**src/rtl/sre_pkg.sv**
```systemverilog
package sre_pkg;

  localparam int GRP_CHIPS = 8;

  localparam logic [GRP_CHIPS-1:0] SOF_CHIPS = 8'b0001_1101;
  localparam logic [GRP_CHIPS-1:0] EOF_CHIPS = 8'b1011_1000;

  typedef enum logic [2:0] {
    GK_DELAY = 3'd0,
    GK_SOF   = 3'd1,
    GK_LO    = 3'd2,
    GK_HI    = 3'd3,
    GK_EOF   = 3'd4,
    GK_TAIL  = 3'd5
  } grp_kind_e;

  // Chip group for one nibble: bit 0 leads, each bit is a pair (1 -> 01, 0 -> 10),
  // group is shifted out from its most significant chip.
  function automatic logic [GRP_CHIPS-1:0] nib_chips(input logic [3:0] nib);
    logic [GRP_CHIPS-1:0] g;
    for (int i = 0; i < 4; i++) begin
      g[GRP_CHIPS-1-2*i -: 2] = nib[i] ? 2'b01 : 2'b10;
    end
    return g;
  endfunction

endpackage

```
**src/rtl/sre_chip_timer.sv**
```systemverilog
module sre_chip_timer #(
  parameter int CHIP_CYC  = 256,
  parameter int GRP_CHIPS = 8,
  localparam int CYC_W    = $clog2(CHIP_CYC),
  localparam int IDX_W    = $clog2(GRP_CHIPS)
) (
  input  logic             clk,
  input  logic             rst_n,
  input  logic             ce,
  input  logic             restart,
  input  logic             run,
  output logic [CYC_W-1:0] cyc_o,
  output logic             chip_end,
  output logic             grp_end
);

  logic [CYC_W-1:0] cyc_q, cyc_d;
  logic [IDX_W-1:0] idx_q, idx_d;

  assign chip_end = run & ce & (cyc_q == CYC_W'(CHIP_CYC - 1));
  assign grp_end  = chip_end & (idx_q == IDX_W'(GRP_CHIPS - 1));
  assign cyc_o    = cyc_q;

  always_comb begin
    cyc_d = cyc_q;
    idx_d = idx_q;
    if (restart) begin
      cyc_d = '0;
      idx_d = '0;
    end else if (run && ce) begin
      if (chip_end) begin
        cyc_d = '0;
        idx_d = grp_end ? '0 : idx_q + IDX_W'(1);
      end else begin
        cyc_d = cyc_q + CYC_W'(1);
      end
    end
  end

  always_ff @(posedge clk or negedge rst_n) begin
    if (!rst_n) begin
      cyc_q <= '0;
      idx_q <= '0;
    end else begin
      cyc_q <= cyc_d;
      idx_q <= idx_d;
    end
  end

endmodule

```
**src/rtl/sre_subcarrier.sv**
```systemverilog
module sre_subcarrier #(
  parameter int SUBC_HALF = 16,
  parameter int CYC_W     = 8
) (
  input  logic             chip,
  input  logic             run,
  input  logic [CYC_W-1:0] cyc,
  output logic             mod_out
);

  localparam logic [CYC_W-1:0] PERIOD = CYC_W'(2 * SUBC_HALF);
  localparam logic [CYC_W-1:0] HALF   = CYC_W'(SUBC_HALF);

  logic [CYC_W-1:0] phase;

  generate
    if ((SUBC_HALF & (SUBC_HALF - 1)) == 0) begin : g_pow2
      assign phase = cyc & (PERIOD - CYC_W'(1));
    end else begin : g_mod
      assign phase = cyc % PERIOD;
    end
  endgenerate

  assign mod_out = run & chip & (phase < HALF);

endmodule

```
**src/rtl/sre_frame_seq.sv**
```systemverilog
module sre_frame_seq
  import sre_pkg::*;
#(
  parameter int MAX_BYTES = 32,
  parameter int LEN_W     = 6,
  parameter int DLY_W     = 8
) (
  input  logic             clk,
  input  logic             rst_n,
  input  logic             ce,
  input  logic             start,
  input  logic [LEN_W-1:0] frame_len,
  input  logic [DLY_W-1:0] delay_grps,
  input  logic [7:0]       in_data,
  input  logic             in_valid,
  output logic             in_ready,
  input  logic             chip_end,
  input  logic             grp_end,
  output logic             restart,
  output logic             run,
  output logic             chip,
  output logic             done
);

  localparam logic [LEN_W-1:0] LEN_MAX = LEN_W'(MAX_BYTES);

  logic                 busy_q, busy_d;
  grp_kind_e            kind_q, kind_d;
  logic [GRP_CHIPS-1:0] grp_q, grp_d;
  logic [DLY_W-1:0]     dly_q, dly_d;
  logic [LEN_W-1:0]     len_q, len_d;
  logic [LEN_W-1:0]     take_q, take_d;
  logic [7:0]           slot_q, slot_d;
  logic                 slot_full_q, slot_full_d;
  logic [3:0]           hi_q, hi_d;
  logic                 tail_q, tail_d;
  logic                 done_q, done_d;

  logic                 accept;
  logic                 xfer;
  logic                 more;
  logic [7:0]           pull_byte;

  assign accept    = ce & start & ~busy_q;
  assign more      = (take_q < len_q);
  assign in_ready  = ce & busy_q & ~slot_full_q & more & ~grp_end;
  assign xfer      = in_valid & in_ready;
  assign pull_byte = slot_full_q ? slot_q : 8'h00;

  assign restart = accept;
  assign run     = busy_q;
  assign chip    = grp_q[GRP_CHIPS-1];
  assign done    = done_q;

  always_comb begin
    busy_d      = busy_q;
    kind_d      = kind_q;
    grp_d       = grp_q;
    dly_d       = dly_q;
    len_d       = len_q;
    take_d      = take_q;
    slot_d      = slot_q;
    slot_full_d = slot_full_q;
    hi_d        = hi_q;
    tail_d      = tail_q;
    done_d      = 1'b0;

    if (accept) begin
      busy_d      = 1'b1;
      len_d       = (frame_len > LEN_MAX) ? LEN_MAX : frame_len;
      take_d      = '0;
      slot_full_d = 1'b0;
      tail_d      = 1'b0;
      if (delay_grps != '0) begin
        kind_d = GK_DELAY;
        grp_d  = '0;
        dly_d  = delay_grps - DLY_W'(1);
      end else begin
        kind_d = GK_SOF;
        grp_d  = SOF_CHIPS;
      end
    end else if (busy_q) begin
      if (xfer) begin
        slot_d      = in_data;
        slot_full_d = 1'b1;
      end
      if (grp_end) begin
        unique case (kind_q)
          GK_DELAY: begin
            if (dly_q != '0) begin
              dly_d = dly_q - DLY_W'(1);
              grp_d = '0;
            end else begin
              kind_d = GK_SOF;
              grp_d  = SOF_CHIPS;
            end
          end
          GK_SOF, GK_HI: begin
            if (more) begin
              kind_d      = GK_LO;
              grp_d       = nib_chips(pull_byte[3:0]);
              hi_d        = pull_byte[7:4];
              take_d      = take_q + LEN_W'(1);
              slot_full_d = 1'b0;
            end else begin
              kind_d = GK_EOF;
              grp_d  = EOF_CHIPS;
            end
          end
          GK_LO: begin
            kind_d = GK_HI;
            grp_d  = nib_chips(hi_q);
          end
          GK_EOF: begin
            kind_d = GK_TAIL;
            grp_d  = '0;
            tail_d = 1'b0;
          end
          default: begin
            if (!tail_q) begin
              tail_d = 1'b1;
              grp_d  = '0;
            end else begin
              busy_d = 1'b0;
              done_d = 1'b1;
            end
          end
        endcase
      end else if (chip_end) begin
        grp_d = {grp_q[GRP_CHIPS-2:0], 1'b0};
      end
    end
  end

  always_ff @(posedge clk or negedge rst_n) begin
    if (!rst_n) begin
      busy_q      <= 1'b0;
      kind_q      <= GK_DELAY;
      grp_q       <= '0;
      dly_q       <= '0;
      len_q       <= '0;
      take_q      <= '0;
      slot_q      <= '0;
      slot_full_q <= 1'b0;
      hi_q        <= '0;
      tail_q      <= 1'b0;
      done_q      <= 1'b0;
    end else begin
      busy_q      <= busy_d;
      kind_q      <= kind_d;
      grp_q       <= grp_d;
      dly_q       <= dly_d;
      len_q       <= len_d;
      take_q      <= take_d;
      slot_q      <= slot_d;
      slot_full_q <= slot_full_d;
      hi_q        <= hi_d;
      tail_q      <= tail_d;
      done_q      <= done_d;
    end
  end

endmodule

```
**src/rtl/subcarrier_resp_enc.sv**
```systemverilog
module subcarrier_resp_enc #(
  parameter int  MAX_BYTES   = 32,
  parameter int  DLY_W       = 8,
  parameter int  SUBC_HALF   = 16,
  parameter int  SUBC_PULSES = 8,
  localparam int LEN_W       = $clog2(MAX_BYTES + 1)
) (
  input  logic             clk,
  input  logic             rst_n,
  input  logic             ce,
  input  logic             start,
  input  logic [LEN_W-1:0] frame_len,
  input  logic [DLY_W-1:0] delay_grps,
  input  logic [7:0]       in_data,
  input  logic             in_valid,
  output logic             in_ready,
  output logic             mod_out,
  output logic             busy,
  output logic             done
);

  localparam int CHIP_CYC = 2 * SUBC_HALF * SUBC_PULSES;
  localparam int CYC_W    = $clog2(CHIP_CYC);

  logic [1:0]       rst_pipe;
  logic             rst_n_s;
  logic             restart;
  logic             run;
  logic             chip;
  logic             chip_end;
  logic             grp_end;
  logic [CYC_W-1:0] cyc;

  // asynchronous assertion, synchronous release
  always_ff @(posedge clk or negedge rst_n) begin
    if (!rst_n) begin
      rst_pipe <= 2'b00;
    end else begin
      rst_pipe <= {rst_pipe[0], 1'b1};
    end
  end
  assign rst_n_s = rst_pipe[1];

  sre_chip_timer #(
    .CHIP_CYC  (CHIP_CYC),
    .GRP_CHIPS (sre_pkg::GRP_CHIPS)
  ) u_timer (
    .clk      (clk),
    .rst_n    (rst_n_s),
    .ce       (ce),
    .restart  (restart),
    .run      (run),
    .cyc_o    (cyc),
    .chip_end (chip_end),
    .grp_end  (grp_end)
  );

  sre_frame_seq #(
    .MAX_BYTES (MAX_BYTES),
    .LEN_W     (LEN_W),
    .DLY_W     (DLY_W)
  ) u_seq (
    .clk        (clk),
    .rst_n      (rst_n_s),
    .ce         (ce),
    .start      (start),
    .frame_len  (frame_len),
    .delay_grps (delay_grps),
    .in_data    (in_data),
    .in_valid   (in_valid),
    .in_ready   (in_ready),
    .chip_end   (chip_end),
    .grp_end    (grp_end),
    .restart    (restart),
    .run        (run),
    .chip       (chip),
    .done       (done)
  );

  sre_subcarrier #(
    .SUBC_HALF (SUBC_HALF),
    .CYC_W     (CYC_W)
  ) u_subc (
    .chip    (chip),
    .run     (run),
    .cyc     (cyc),
    .mod_out (mod_out)
  );

  assign busy = run;

endmodule

```
**config.mk**
```make
export PLATFORM = sky130hd
export DESIGN_NAME = subcarrier_resp_enc
export DESIGN_NICKNAME = d
export VERILOG_FILES = /design/src/rtl/sre_pkg.sv /design/src/rtl/sre_chip_timer.sv /design/src/rtl/sre_subcarrier.sv /design/src/rtl/sre_frame_seq.sv /design/src/rtl/subcarrier_resp_enc.sv
export SDC_FILE = /design/constraint.sdc
export NUM_CORES = 1
export LEC_CHECK = 0
export BUFFER_PORTS_ARGS = -buffer_cell sky130_fd_sc_hd__buf_4
export CAP_MARGIN = 20
export CORE_MARGIN = 4
export CORE_UTILIZATION = 37
export CTS_BUF_LIST = sky130_fd_sc_hd__clkbuf_2
export DETAILED_ROUTE_END_ITERATION = 8
export GPL_TIMING_DRIVEN = 1
export HOLD_SLACK_MARGIN = 0.12
export PLACE_DENSITY = 0.65
export RECOVER_POWER = 25
export SLEW_MARGIN = 5
export SYNTH_ARGS = -nofsm -noshare
export SYNTH_HDL_FRONTEND = slang
export SYNTH_SLANG_ARGS = --single-unit
```
**constraint.sdc**
```tcl
create_clock -name clk -period 3.2 [get_ports clk]
set_clock_uncertainty 0.05 [all_clocks]
set_input_delay 0 -clock clk [delete_from_list [all_inputs] [get_ports clk]]
set_output_delay 0 -clock clk [all_outputs]
set_load 0.02 [all_outputs]
```
==> key figures, run 1 <==
Status
  • Status: finished with violations
  • Failing checks: capacitance limit, slew limit

Detailed routing
  • Starting DRT DRC Count: 184
  • DR vias: ~2900
  • DRC: 0
  • Routed wire length: 7920 um
  • First-pass iteration count of the detailed router: 4
  • Vias per cell: ~5.4
  • Antenna Violating Nets Remaining: 0
  • Per-cell routed wire length: roughly 15 um

Timing
  • Worst setup margin: roughly 0.25 ns
  • Unrepaired setup endpoints after global routing: false
  • Max Slew Vio Count: 39
  • Final worst path period share: 92.17%
  • Setup violators final: 0
  • Setup TNS: 0 ns
  • Tmin final: 2.950 ns
  • Slew Limit Headroom: -3.336%
  • Worst slew pin tran: approximately 1.6 ns
  • Fmax: 339.0 MHz
  • Hold Vio Cnt, Final: 0

Cells and area
  • Most frequent cells in the layout: dfrtp_1, dlygate4sd3_1, nand2_1, buf_4, o21ai_0
  • Area Growth Syn to Fin: 27.99%
  • Number of fill cells in the layout: 806
  • Most common cell after layout, fill and taps aside: dfrtp_1
  • Non-filler instance count after layout: 537
  • Layout cells sized above 1: 16.55%
  • Fin util: 48.81%
  • Diodes inserted: 0
  • Layout net count: between 400 and 500

Place
  • Dpl cells: 477
  • Routability Congestion: 0.8853
  • HPWL after DPL: ~5500 um
  • I/O Buffers: 30
  • Pre-CTS setup slack: 0.5663 ns

GRT
  • Vias in the first global route: 2894
  • First-pass GRT wire length: approximately 14000 um
  • Initial antenna violation count: 0
  • GRT Residual Overflow: 0
  • Pin count of the biggest net entering global routing: 39
  • GRT Total Usage: 16.53%

Floorplanning
  • Die Ht: 102.8 um
  • Die area: 0.01057 mm2
  • Initial Util: 38.13%
  • Die W: about 100 um
  • Core Region: a little under 0.009 mm2
  • Num rows: 34
  • IO Pins: 31

Logic synthesis
  • EDFF count, synth: 0
  • Syn Std Cell Area: 0.003326 mm2
  • Sequential fraction of the synthesis area: 45.15%
  • Largest cells by area after synthesis: dfrtp_1, o21ai_0, nand2_1, ha_1, mux2i_1
  • Dominant cell type by area after synthesis: dfrtp_1
  • Post-synth top area share: 45.15%
  • Cells after Synth: approximately 350
  • Mean Syn Cell Area: 9.529 um2
  • Async SR Flop Fraction: 100.0%
  • Yosys cell types: 56
  • Syn. warnings: 0
  • #FFs+latches synth: 60
  • Most used DFF post-synth: dfrtp_1
  • Syn_nets: 386

Flow run
  • Max_cap viols: 1

Worst setup path
  • Setup Crit Path Kind: in2reg
  • R2R setup slack: between 0.2 and 0.3 ns
  • Critical Path AT: 3.29 ns
  • Worst Setup Start Kind: input port
  • WP data required: 3.54 ns
  • Crit-path max FO: 11
  • Reg-to-Reg End: u_seq.grp_q[0]
  • Reg2Reg Launch Point: u_seq.run
  • CP Capture Type: flop
  • FF-to-FF path depth: 5

Hold path
  • Cells on Worst Hold Path: 3
  • Min-delay src: in_data[6]
  • Hold Path End: u_seq.slot_q[6]
  • Hold Path Class: in2reg

Clock network
  • Clk buf depth: 2
  • H-Tree Level Count: 3
  • CTS tree: done
  • Clock latency at the later pin of the worst-skew pair: 0.49 ns
  • Sinks on Clock Net: 60
  • Worst-path clk slew: 0.18 ns
  • Root buffer cell: clkbuf_2
  • CTS Buf Count: 9

Pwr
  • Power per cell area: between 500 and 600 mW/mm2
  • Leakage power: 1.947 nW
  • VDD IR max: 0.3509 mV
## cell type report
class,count,area (um2),share of cell area [%]
Multi-Input combinational cell,263,1724,40.51
Sequential cell,60,1501,35.27
Timing Repair Buffer,79,694.4,16.31
Tap cell,108,135.1,3.175
Clock inverter,7,115.1,2.704
Clock buffer,9,45.04,1.058
Inverter,11,41.29,0.9700
## worst max-delay path, cell delays in order
cell and delay [ns]:
dlygate4sd3_1 0.54, buf_4 0.14, or4_4 0.52, dlygate4sd3_1 0.63, o31ai_2 0.40, o21ai_2 0.25, o22ai_1 0.21, a31oi_1 0.05
dlygate4sd3_1 0.55
## cell usage after synthesis (4+ instances only)
cell type	count
xor2_1	4
a21oi_1	15
mux2_2	10
nand2_1	35
nor2_1	29
nand4_1	5
or3_1	4
o31ai_1	4
a31oi_1	4
inv_1	11
ha_1	10
xnor2_1	5
dfrtp_1	60
nor3_1	10
clkbuf_1	7
nand3_1	6
nor3b_1	4
nand3b_1	7
and3_1	11
o21ai_0	31
mux2i_1	12
or4_1	7
## flip-flops by register name (all words and copies together) (netlist names), 2 cells and up
signal / flops
u_seq.hi_q: 4
rst_pipe: 2
u_timer.cyc_o: 8
u_timer.idx_q: 3
u_seq.grp_q: 8
u_seq.len_q: 6
u_seq.kind_q: 3
u_seq.slot_q: 8
u_seq.take_q: 6
u_seq.dly_q: 8
## through the flow
| step | power [mW] | hold WS, ns | cell area, um2 |
|---|---|---|---|
| 3_5_place_dp | 1.455 | -0.2652 | 3657 |
| 4_1_cts | 2.181 | 0.1945 | 4238 |
| 2_1_floorplan | 1.319 | -0.3456 | 3326 |
| 6_report | 2.169 | 0.2444 | 4257 |
| 3_3_place_gp | 1.438 | -0.2676 | 3657 |
| 5_1_grt | 2.317 | 0.1967 | 4257 |
## cells by family (layout without fill, tap and decap cells)
family	count (synthesis)	after routing	synth area share, %
compound gates	84	84	16.10
xor+xnor	9	9	2.370
fa+ha+maj	10	10	3.762
buf+inv	26	106	3.273
flops	60	60	45.15
mux	22	22	6.998
other cells	1	1	0.1128
simple gates	137	137	22.24
## per-layer routing
| layer | vias up | wire, um | global-route usage, % |
|---|---|---|---|
| met4 | 0 | 132 | 6.773 |
| met1 | 1389 | 3655 | 22.22 |
| li1 | 1432 | - | - |
| met5 | - | 0 | 0 |
| met3 | 14 | 368 | 3.383 |
| met2 | 71 | 3763 | 26.17 |
## worst max-delay path by stage
stage,from,endpoint,depth (start not counted)
after CTS,delay_grps[0],u_seq.dly_q[2],9
final,delay_grps[0],u_seq.dly_q[2],9
after global routing,u_seq.run,u_seq.dly_q[4],8
after global placement,u_timer.idx_q[0],u_seq.take_q[3],7
after floorplan,u_seq.run,u_seq.dly_q[6],11
after detailed placement,u_seq.run,u_seq.dly_q[6],8
## power breakdown
part | internal (mW) | total, mW | switching (mW)
Sequential | 0.900 | 1.04 | 0.137
Clock | 0.334 | 0.625 | 0.290
Combinational | 0.292 | 0.508 | 0.216
## what timing repair did
item	4_1_cts	5_1_grt
hold buffers	42	0
hold endpoints to repair	39	0
buffers inserted	0	2
gates resized for setup	0	2
endpoints found under the setup margin	0	8
Power figures use the tool's default switching activity.
==> run 2: changes to the inputs <==
--- a/config.mk
+++ b/config.mk
@@ -5,6 +5,7 @@
 export SDC_FILE = /design/constraint.sdc
 export NUM_CORES = 1
 export LEC_CHECK = 0
+export ABC_AREA = 1
 export BUFFER_PORTS_ARGS = -buffer_cell sky130_fd_sc_hd__buf_4
 export CAP_MARGIN = 20
 export CORE_MARGIN = 4
==> run 2 against run 1 <==
  * The flow now finishes without violations
  * Count of clock-buffer cells in the layout unchanged
  * Cell area is 3.6% higher
  * Sequential power down 4%
  * Critical path type is now reg2reg
  * First-iteration DRC count shrank 15%
  * Global-route usage down 1.1 points
  * Non-clock buffer count grew 6
  * Power decreased by 1.6%
  * Critical path depth up 3
  * Combinational power rose by 26%
  * Sequential share of layout area shrank 1.2 points
  * Clock power is 21% lower
  * Register-to-register slack worse by 0.02 ns
==> key figures, run 2 <==
Status
  • Status: complete, no violations (was finished with violations)

Detailed routing
  • Antenna Violating Nets Remaining: 0 (unchanged)
  • First-pass iteration count of the detailed router: 5 (was 4)
  • DR vias: 3136 (was 2906)
  • Routed wire length: 7973 um (was 7920 um)
  • DRC: 0 (unchanged)
  • Starting DRT DRC Count: 156 (was 184)
  • Per-cell routed wire length: 12.04 um (was 14.75 um)
  • Vias per cell: 4.737 (was 5.412)

Flow run
  • Max_cap viols: 0 (was 1)

Floorplanning
  • Num rows: 34 (unchanged)
  • Die W: 104.4 um (was 102.8 um)
  • Core Region: 0.008891 mm2 (was 0.008721 mm2)
  • Die Ht: 104.4 um (was 102.8 um)
  • Die area: 0.01090 mm2 (was 0.01057 mm2)
  • IO Pins: 31 (unchanged)
  • Initial Util: 38.69% (was 38.13%)

Timing
  • Max Slew Vio Count: 0 (was 39)
  • Fmax: 338.5 MHz (was 339.0 MHz)
  • Slew Limit Headroom: 39.98% (was -3.336%)
  • Unrepaired setup endpoints after global routing: false (unchanged)
  • Setup violators final: 0 (unchanged)
  • Tmin final: 2.954 ns (was 2.950 ns)
  • Final worst path period share: 92.33% (was 92.17%)
  • Hold Vio Cnt, Final: 0 (unchanged)
  • Setup TNS: 0 ns (unchanged)
  • Worst slew pin tran: 0.9003 ns (was 1.550 ns)

Place
  • HPWL after DPL: 5482 um (was 5462 um)
  • Routability Congestion: 0.8450 (was 0.8853)
  • Dpl cells: 594 (was 477)
  • I/O Buffers: 30 (unchanged)

Clock network
  • Clk buf depth: 2 (unchanged)
  • Post-CTS Setup Bufs: 0 (unchanged)
  • Root buffer cell: clkbuf_2 (unchanged)
  • Worst-path clk slew: 0.20 ns (was 0.18 ns)
  • Sinks on Clock Net: 60 (unchanged)
  • CTS Buf Count: 9 (unchanged)
  • Clock latency at the later pin of the worst-skew pair: 0.51 ns (was 0.49 ns)
  • CTS tree: done (unchanged)
  • H-Tree Level Count: 3 (unchanged)

GRT
  • Vias in the first global route: 3077 (was 2894)
  • GRT Total Usage: 15.48% (was 16.53%)
  • First-pass GRT wire length: 13860 um (was 13720 um)
  • Initial antenna violation count: 0 (unchanged)
  • Pin count of the biggest net entering global routing: 32 (was 39)
  • GRT Residual Overflow: 0 (unchanged)

Worst setup path
  • Critical Path AT: 3.34 ns (was 3.29 ns)
  • Setup Crit Path Kind: reg2reg (was in2reg)
  • R2R setup slack: 0.25 ns (was 0.27 ns)
  • Worst Setup Start Kind: flop (was input port)
  • Reg2Reg Launch Point: u_seq.run (unchanged)
  • Crit-path max FO: 22 (was 11)
  • Reg-to-Reg End: u_seq.dly_q[5] (was u_seq.grp_q[0])
  • FF-to-FF path depth: 12 (was 5)
  • CP Capture Type: flop (unchanged)
  • WP data required: 3.58 ns (was 3.54 ns)

Logic synthesis
  • Dominant cell type by area after synthesis: dfrtp_1 (unchanged)
  • Syn_nets: 499 (was 386)
  • Mean Syn Cell Area: 7.445 um2 (was 9.529 um2)
  • Yosys cell types: 36 (was 56)
  • EDFF count, synth: 0 (unchanged)
  • Syn. warnings: 0 (unchanged)
  • Count leader, synth: nand2_1 (was dfrtp_1)
  • #FFs+latches synth: 60 (unchanged)
  • Largest cells by area after synthesis: dfrtp_1, nand2_1, inv_1, nand3_1, o21ai_0 (was dfrtp_1, o21ai_0, nand2_1, ha_1, mux2i_1)
  • Synth top cells by count: nand2_1, dfrtp_1, inv_1 (was dfrtp_1, nand2_1, o21ai_0)
  • Post-synth top area share: 43.65% (was 45.15%)
  • Async SR Flop Fraction: 100.0% (unchanged)
  • Cells after Synth: 462 (was 349)
  • Sequential fraction of the synthesis area: 43.65% (was 45.15%)
  • Most used DFF post-synth: dfrtp_1 (unchanged)
  • Syn Std Cell Area: 0.003440 mm2 (was 0.003326 mm2)

Cells and area
  • Most common cell after layout, fill and taps aside: nand2_1 (was dfrtp_1)
  • Most frequent cells in the layout: nand2_1, inv_1, dfrtp_1, dlygate4sd3_1, nand3_1 (was dfrtp_1, dlygate4sd3_1, nand2_1, buf_4, o21ai_0)
  • Non-filler instance count after layout: 662 (was 537)
  • Area Growth Syn to Fin: 28.23% (was 27.99%)
  • Layout cells sized above 1: 12.45% (was 16.55%)
  • Diodes inserted: 0 (unchanged)
  • Layout net count: 586 (was 461)
  • Number of fill cells in the layout: 858 (was 806)

Hold path
  • Hold Path Class: in2async (was in2reg)

Pwr
  • Leakage power: 2.311 nW (was 1.947 nW)
  • VDD IR max: 0.2684 mV (was 0.3509 mV)
  • Power per cell area: 484.0 mW/mm2 (was 509.6 mW/mm2)
run 2: changes by cell type after synthesis, moves of 5 or more:
cell,before,now
nand2_1,35,151
mux2i_1,12,0
clkbuf_1,7,2
inv_1,11,60
and3_1,11,0
a21oi_1,15,7
nand3b_1,7,0
or4_1,7,0
nor2_2,0,5
nand3_1,6,36
o21ai_1,1,13
mux2_2,10,0
run 2: worst max-delay path by stage:
stage | start | depth (start not counted) | end
floorplan | u_seq.run | 11 | u_seq.dly_q[2]
global placement | u_seq.run | 10 | u_seq.dly_q[2]
detailed placement | u_seq.run | 10 | u_seq.dly_q[2]
CTS | u_seq.run | 11 | u_seq.dly_q[5]
global route | u_seq.run | 12 | u_seq.dly_q[5]
finish | u_seq.run | 12 | u_seq.dly_q[5]
run 2: kinds of logic after synthesis:
logic type                 synth area share (%)
DFF                                       43.65
buffers and inverters                     8.658
and+or+nand+nor                           31.72
adders and majority gates                 3.638
AOI/OAI and AO/OA                         9.931
other                                    0.1090
xor gates and xnor gates                  2.292
run 2: report_power, final:
group / internal, mW / total (mW) / switching, mW
Clock: 0.184 / 0.493 / 0.310
Sequential: 0.892 / 1.00 / 0.108
Combinational: 0.307 / 0.642 / 0.335
Total: 1.38 / 2.13 / 0.752
run 2: critical path, cell delays in order (launching register included):
cell	delay, ns
dfrtp_1	0.49
nor2_2	0.14
buf_4	0.26
nand2_1	0.07
o21ai_1	0.19
nand2_1	0.13
nor2_2	0.16
nand2_1	0.07
nand2_1	0.05
dlygate4sd3_1	0.55
nand3_1	0.07
dlygate4sd3_1	0.58
nand2_1	0.06
run 2: metrics by stage:
stage          area [um2]  util (%)  setup WS [ns]  hold WS (ns)  total power [mW]
4_1_cts              4410     49.61         0.1091        0.2135             2.147
2_1_floorplan        3440         -          1.333       -0.3456             1.379
3_3_place_gp         3769     42.39          1.067       -0.2684             1.508
5_1_grt              4410     49.61        0.05212        0.2658             2.305
6_report             4410     49.61         0.2455        0.2888             2.135
3_5_place_dp         3769     42.39         0.9986       -0.2669             1.527
run 2: final cells by class:
type	count	area [um2]	share of cell area, %
Inverter	64	242.7	5.504
Clock inverter	7	76.32	1.730
Clock buffer	9	45.04	1.021
Multi-Input combinational cell	329	1645	37.31
Tap cell	108	135.1	3.064
Sequential cell	60	1501	34.04
Timing Repair Buffer	85	764.5	17.33
run 2: repair_timing:
item	in CTS	in global routing
gates resized for setup	0	3
hold endpoints to repair	48	0
hold buffers	52	0
endpoints found under the setup margin	0	1
run 2: layer usage:
metal,track usage [%],part of all wire (%)
met4,3.799,1.2
met1,19.18,45
met2,26.71,50
met5,0,0
met3,4.159,3.9
==> run 3: changes to the inputs <==
--- a/config.mk
+++ b/config.mk
@@ -6,15 +6,15 @@
 export NUM_CORES = 1
 export LEC_CHECK = 0
 export ABC_AREA = 1
-export BUFFER_PORTS_ARGS = -buffer_cell sky130_fd_sc_hd__buf_4
 export CAP_MARGIN = 20
 export CORE_MARGIN = 4
 export CORE_UTILIZATION = 37
 export CTS_BUF_LIST = sky130_fd_sc_hd__clkbuf_2
 export DETAILED_ROUTE_END_ITERATION = 8
+export DONT_BUFFER_PORTS = 1
 export GPL_TIMING_DRIVEN = 1
 export HOLD_SLACK_MARGIN = 0.12
-export PLACE_DENSITY = 0.65
+export PLACE_DENSITY = 0.62
 export RECOVER_POWER = 25
 export SLEW_MARGIN = 5
 export SYNTH_ARGS = -nofsm -noshare
==> constraint.sdc (replaced) <==
create_clock -name clk -period 2.86 [get_ports clk]
set_clock_uncertainty 0.05 [all_clocks]
set_input_delay 0 -clock clk [delete_from_list [all_inputs] [get_ports clk]]
set_output_delay 0 -clock clk [all_outputs]
set_load 0.02 [all_outputs]
==> run 3 against run 2 <==
  * Critical path depth did not move
  * Core utilization fell by 1.4 points
  * Routed wire length rose by 2.0%
  * Worst setup slack got worse by 0.056 ns
  * Sequential power rose by 11%
  * Cell area fell by 2.8%
  * Non-clock buffer count fell by 20
  * Global-route usage rose by 0.17 points
  * Cell count fell by 3.0%
==> key figures, run 3 (synthesized netlist as in run 2, its figures left out) <==
Clock network
  • Post-CTS Setup Bufs: 0 (unchanged)
  • Clk buf depth: 2 (unchanged)
  • Sinks on Clock Net: 60 (unchanged)
  • Clock latency at the later pin of the worst-skew pair: 0.51 ns (about the same)
  • H-Tree Level Count: 3 (unchanged)
  • CTS tree: done (unchanged)
  • CTS Buf Count: 9 (unchanged)
  • Worst-path clk slew: 0.18 ns (was 0.20 ns)
  • Root buffer cell: clkbuf_2 (unchanged)

Worst setup path
  • Reg-to-Reg End: u_seq.len_q[3] (was u_seq.dly_q[5])
  • CP Capture Type: flop (unchanged)
  • Reg2Reg Launch Point: u_seq.run (unchanged)
  • Critical Path AT: 3.02 ns (was 3.34 ns)
  • FF-to-FF path depth: 8 (was 12)
  • R2R setup slack: 0.25 ns (about the same)
  • WP data required: 3.21 ns (was 3.58 ns)
  • Worst Setup Start Kind: input port (was flop)
  • Setup Crit Path Kind: in2reg (was reg2reg)
  • Crit-path max FO: 10 (was 22)

Floorplanning
  • IO Pins: 31 (unchanged)
  • Initial Util: 38.69% (unchanged)
  • Die area: 0.01090 mm2 (unchanged)
  • Core Region: 0.008891 mm2 (unchanged)
  • Num rows: 34 (unchanged)
  • Die W: 104.4 um (unchanged)
  • Die Ht: 104.4 um (unchanged)

Pwr
  • Power per cell area: 553.6 mW/mm2 (was 484.0 mW/mm2)
  • Overall Power: 2.373 mW (was 2.135 mW)
  • Leakage power: 2.203 nW (was 2.311 nW)
  • VDD IR max: 0.3947 mV (was 0.2684 mV)

Detailed routing
  • Routed wire length: 8132 um (was 7973 um)
  • DRC: 0 (unchanged)
  • Starting DRT DRC Count: 156 (unchanged)
  • DR vias: 3132 (was 3136)
  • First-pass iteration count of the detailed router: 4 (was 5)
  • Per-cell routed wire length: 12.67 um (was 12.04 um)
  • Antenna Violating Nets Remaining: 0 (unchanged)
  • Vias per cell: 4.879 (was 4.737)

Timing
  • Worst setup margin: 0.1890 ns (was 0.2455 ns)
  • Tmin final: 2.671 ns
  • Unrepaired setup endpoints after global routing: false (unchanged)
  • Setup TNS: 0 ns (unchanged)
  • Worst Hold Margin: 0.1865 ns (was 0.2888 ns)
  • Worst slew pin tran: 1.446 ns (was 0.9003 ns)
  • Max Slew Vio Count: 0 (unchanged)
  • Hold Vio Cnt, Final: 0 (unchanged)
  • Final worst path period share: ~93%
  • Setup violators final: 0 (unchanged)
  • Fmax: 374.4 MHz
  • Slew Limit Headroom: 3.611% (was 39.98%)

Place
  • Pre-CTS setup slack: 0.6976 ns (was 0.9986 ns)
  • I/O Buffers: 0 (was 30)
  • Dpl cells: 565 (was 594)
  • Routability Congestion: 0.8928 (was 0.8450)
  • HPWL after DPL: 5321 um (was 5482 um)

Cells and area
  • Sequential cell area: 0.001503 mm2 (was 0.001501 mm2)
  • Number of fill cells in the layout: 860 (was 858)
  • Most frequent cells in the layout: nand2_1, dlygate4sd3_1, inv_1, dfrtp_1, nand3_1 (was nand2_1, inv_1, dfrtp_1, dlygate4sd3_1, nand3_1)
  • Layout cells sized above 1: 7.865% (was 12.45%)
  • Diodes inserted: 0 (unchanged)
  • Most common cell after layout, fill and taps aside: nand2_1 (unchanged)
  • Area Growth Syn to Fin: 24.63% (was 28.23%)
  • Layout net count: 566 (was 586)
  • Non-filler instance count after layout: 642 (was 662)
  • Multi-input logic area: 0.001648 mm2 (was 0.001645 mm2)

Hold path
  • Hold Path End: u_seq.len_q[5]
  • Cells on Worst Hold Path: 3
  • Hold Path Class: in2reg (was in2async)
  • Min-delay src: frame_len[5]

GRT
  • Initial antenna violation count: 0 (unchanged)
  • GRT Total Usage: 15.65% (was 15.48%)
  • GRT Residual Overflow: 0 (unchanged)
  • Vias in the first global route: 3108 (was 3077)
  • Pin count of the biggest net entering global routing: 59 (was 32)
  • First-pass GRT wire length: 14060 um (was 13860 um)

Status
  • Status: complete, no violations (unchanged)

Flow run
  • Max_cap viols: 0 (unchanged)
run 3: changes by cell type in the layout (fill, tap and decap cells not counted), moves of 2 or more:
cell / before / now
buf_4: 31 / 3
dlygate4sd3_1: 52 / 61
clkinv_4: 2 / 0
o21ai_1: 15 / 13
o21ai_0: 28 / 30
run 3: routing by layer:
layer | vias to the layer above | wire (um) | track usage [%]
met5 | - | 0 | 0
met4 | 0 | 161 | 5.128
met3 | 12 | 362 | 4.283
met2 | 80 | 3920 | 26.61
met1 | 1430 | 3686 | 19.13
li1 | 1610 | - | -
run 3: where the power goes:
group	switching [mW]	total, mW	internal (mW)
clock network	0.356	0.561	0.205
registers	0.111	1.11	0.999
logic	0.377	0.702	0.325
run 3: metrics by stage:
step	utilization, %	instance area [um2]
floorplan	-	3440
global placement	39.94	3551
detailed placement	39.94	3551
CTS	48.04	4272
global route	48.21	4287
finish	48.21	4287
run 3: area by class of cell:
cell class	instances	area share [%]
Tap cell	108	3.152
Multi-Input combinational cell	329	38.44
Timing Repair Buffer	65	14.89
Clock buffer	9	1.051
Sequential cell	60	35.06
Clock inverter	7	1.751
Inverter	64	5.663
run 3: repair_timing:
item | 4_1_cts | 5_1_grt
hold endpoints to repair | 53 | 2
hold buffers | 60 | 1
endpoints found under the setup margin | 0 | 1
resized for setup | 0 | 1
run 3: critical path: stages:
cell and delay [ns]:
dlygate4sd3_1 0.56, nor2_1 0.08, dlygate4sd3_1 0.56, nand3_1 0.07
dlygate4sd3_1 0.56, nor2_1 0.12, dlygate4sd3_1 0.57, nand2_1 0.13
nand2_1 0.15, nor2_4 0.08, nand2_1 0.05, o21ai_0 0.08
run 3: worst max-delay path by stage:
stage,from,end,slack (ns),depth (start not counted)
5_1_grt,u_seq.take_q[3],u_seq.slot_q[4],0.07,10
2_1_floorplan,u_seq.run,u_seq.dly_q[2],0.99,11
4_1_cts,u_seq.take_q[3],u_seq.slot_q[1],0.23,10
3_5_place_dp,u_seq.take_q[3],u_seq.hi_q[3],0.70,10
3_3_place_gp,u_seq.take_q[3],u_seq.hi_q[0],0.78,10
6_report,delay_grps[0],u_seq.dly_q[2],0.19,12
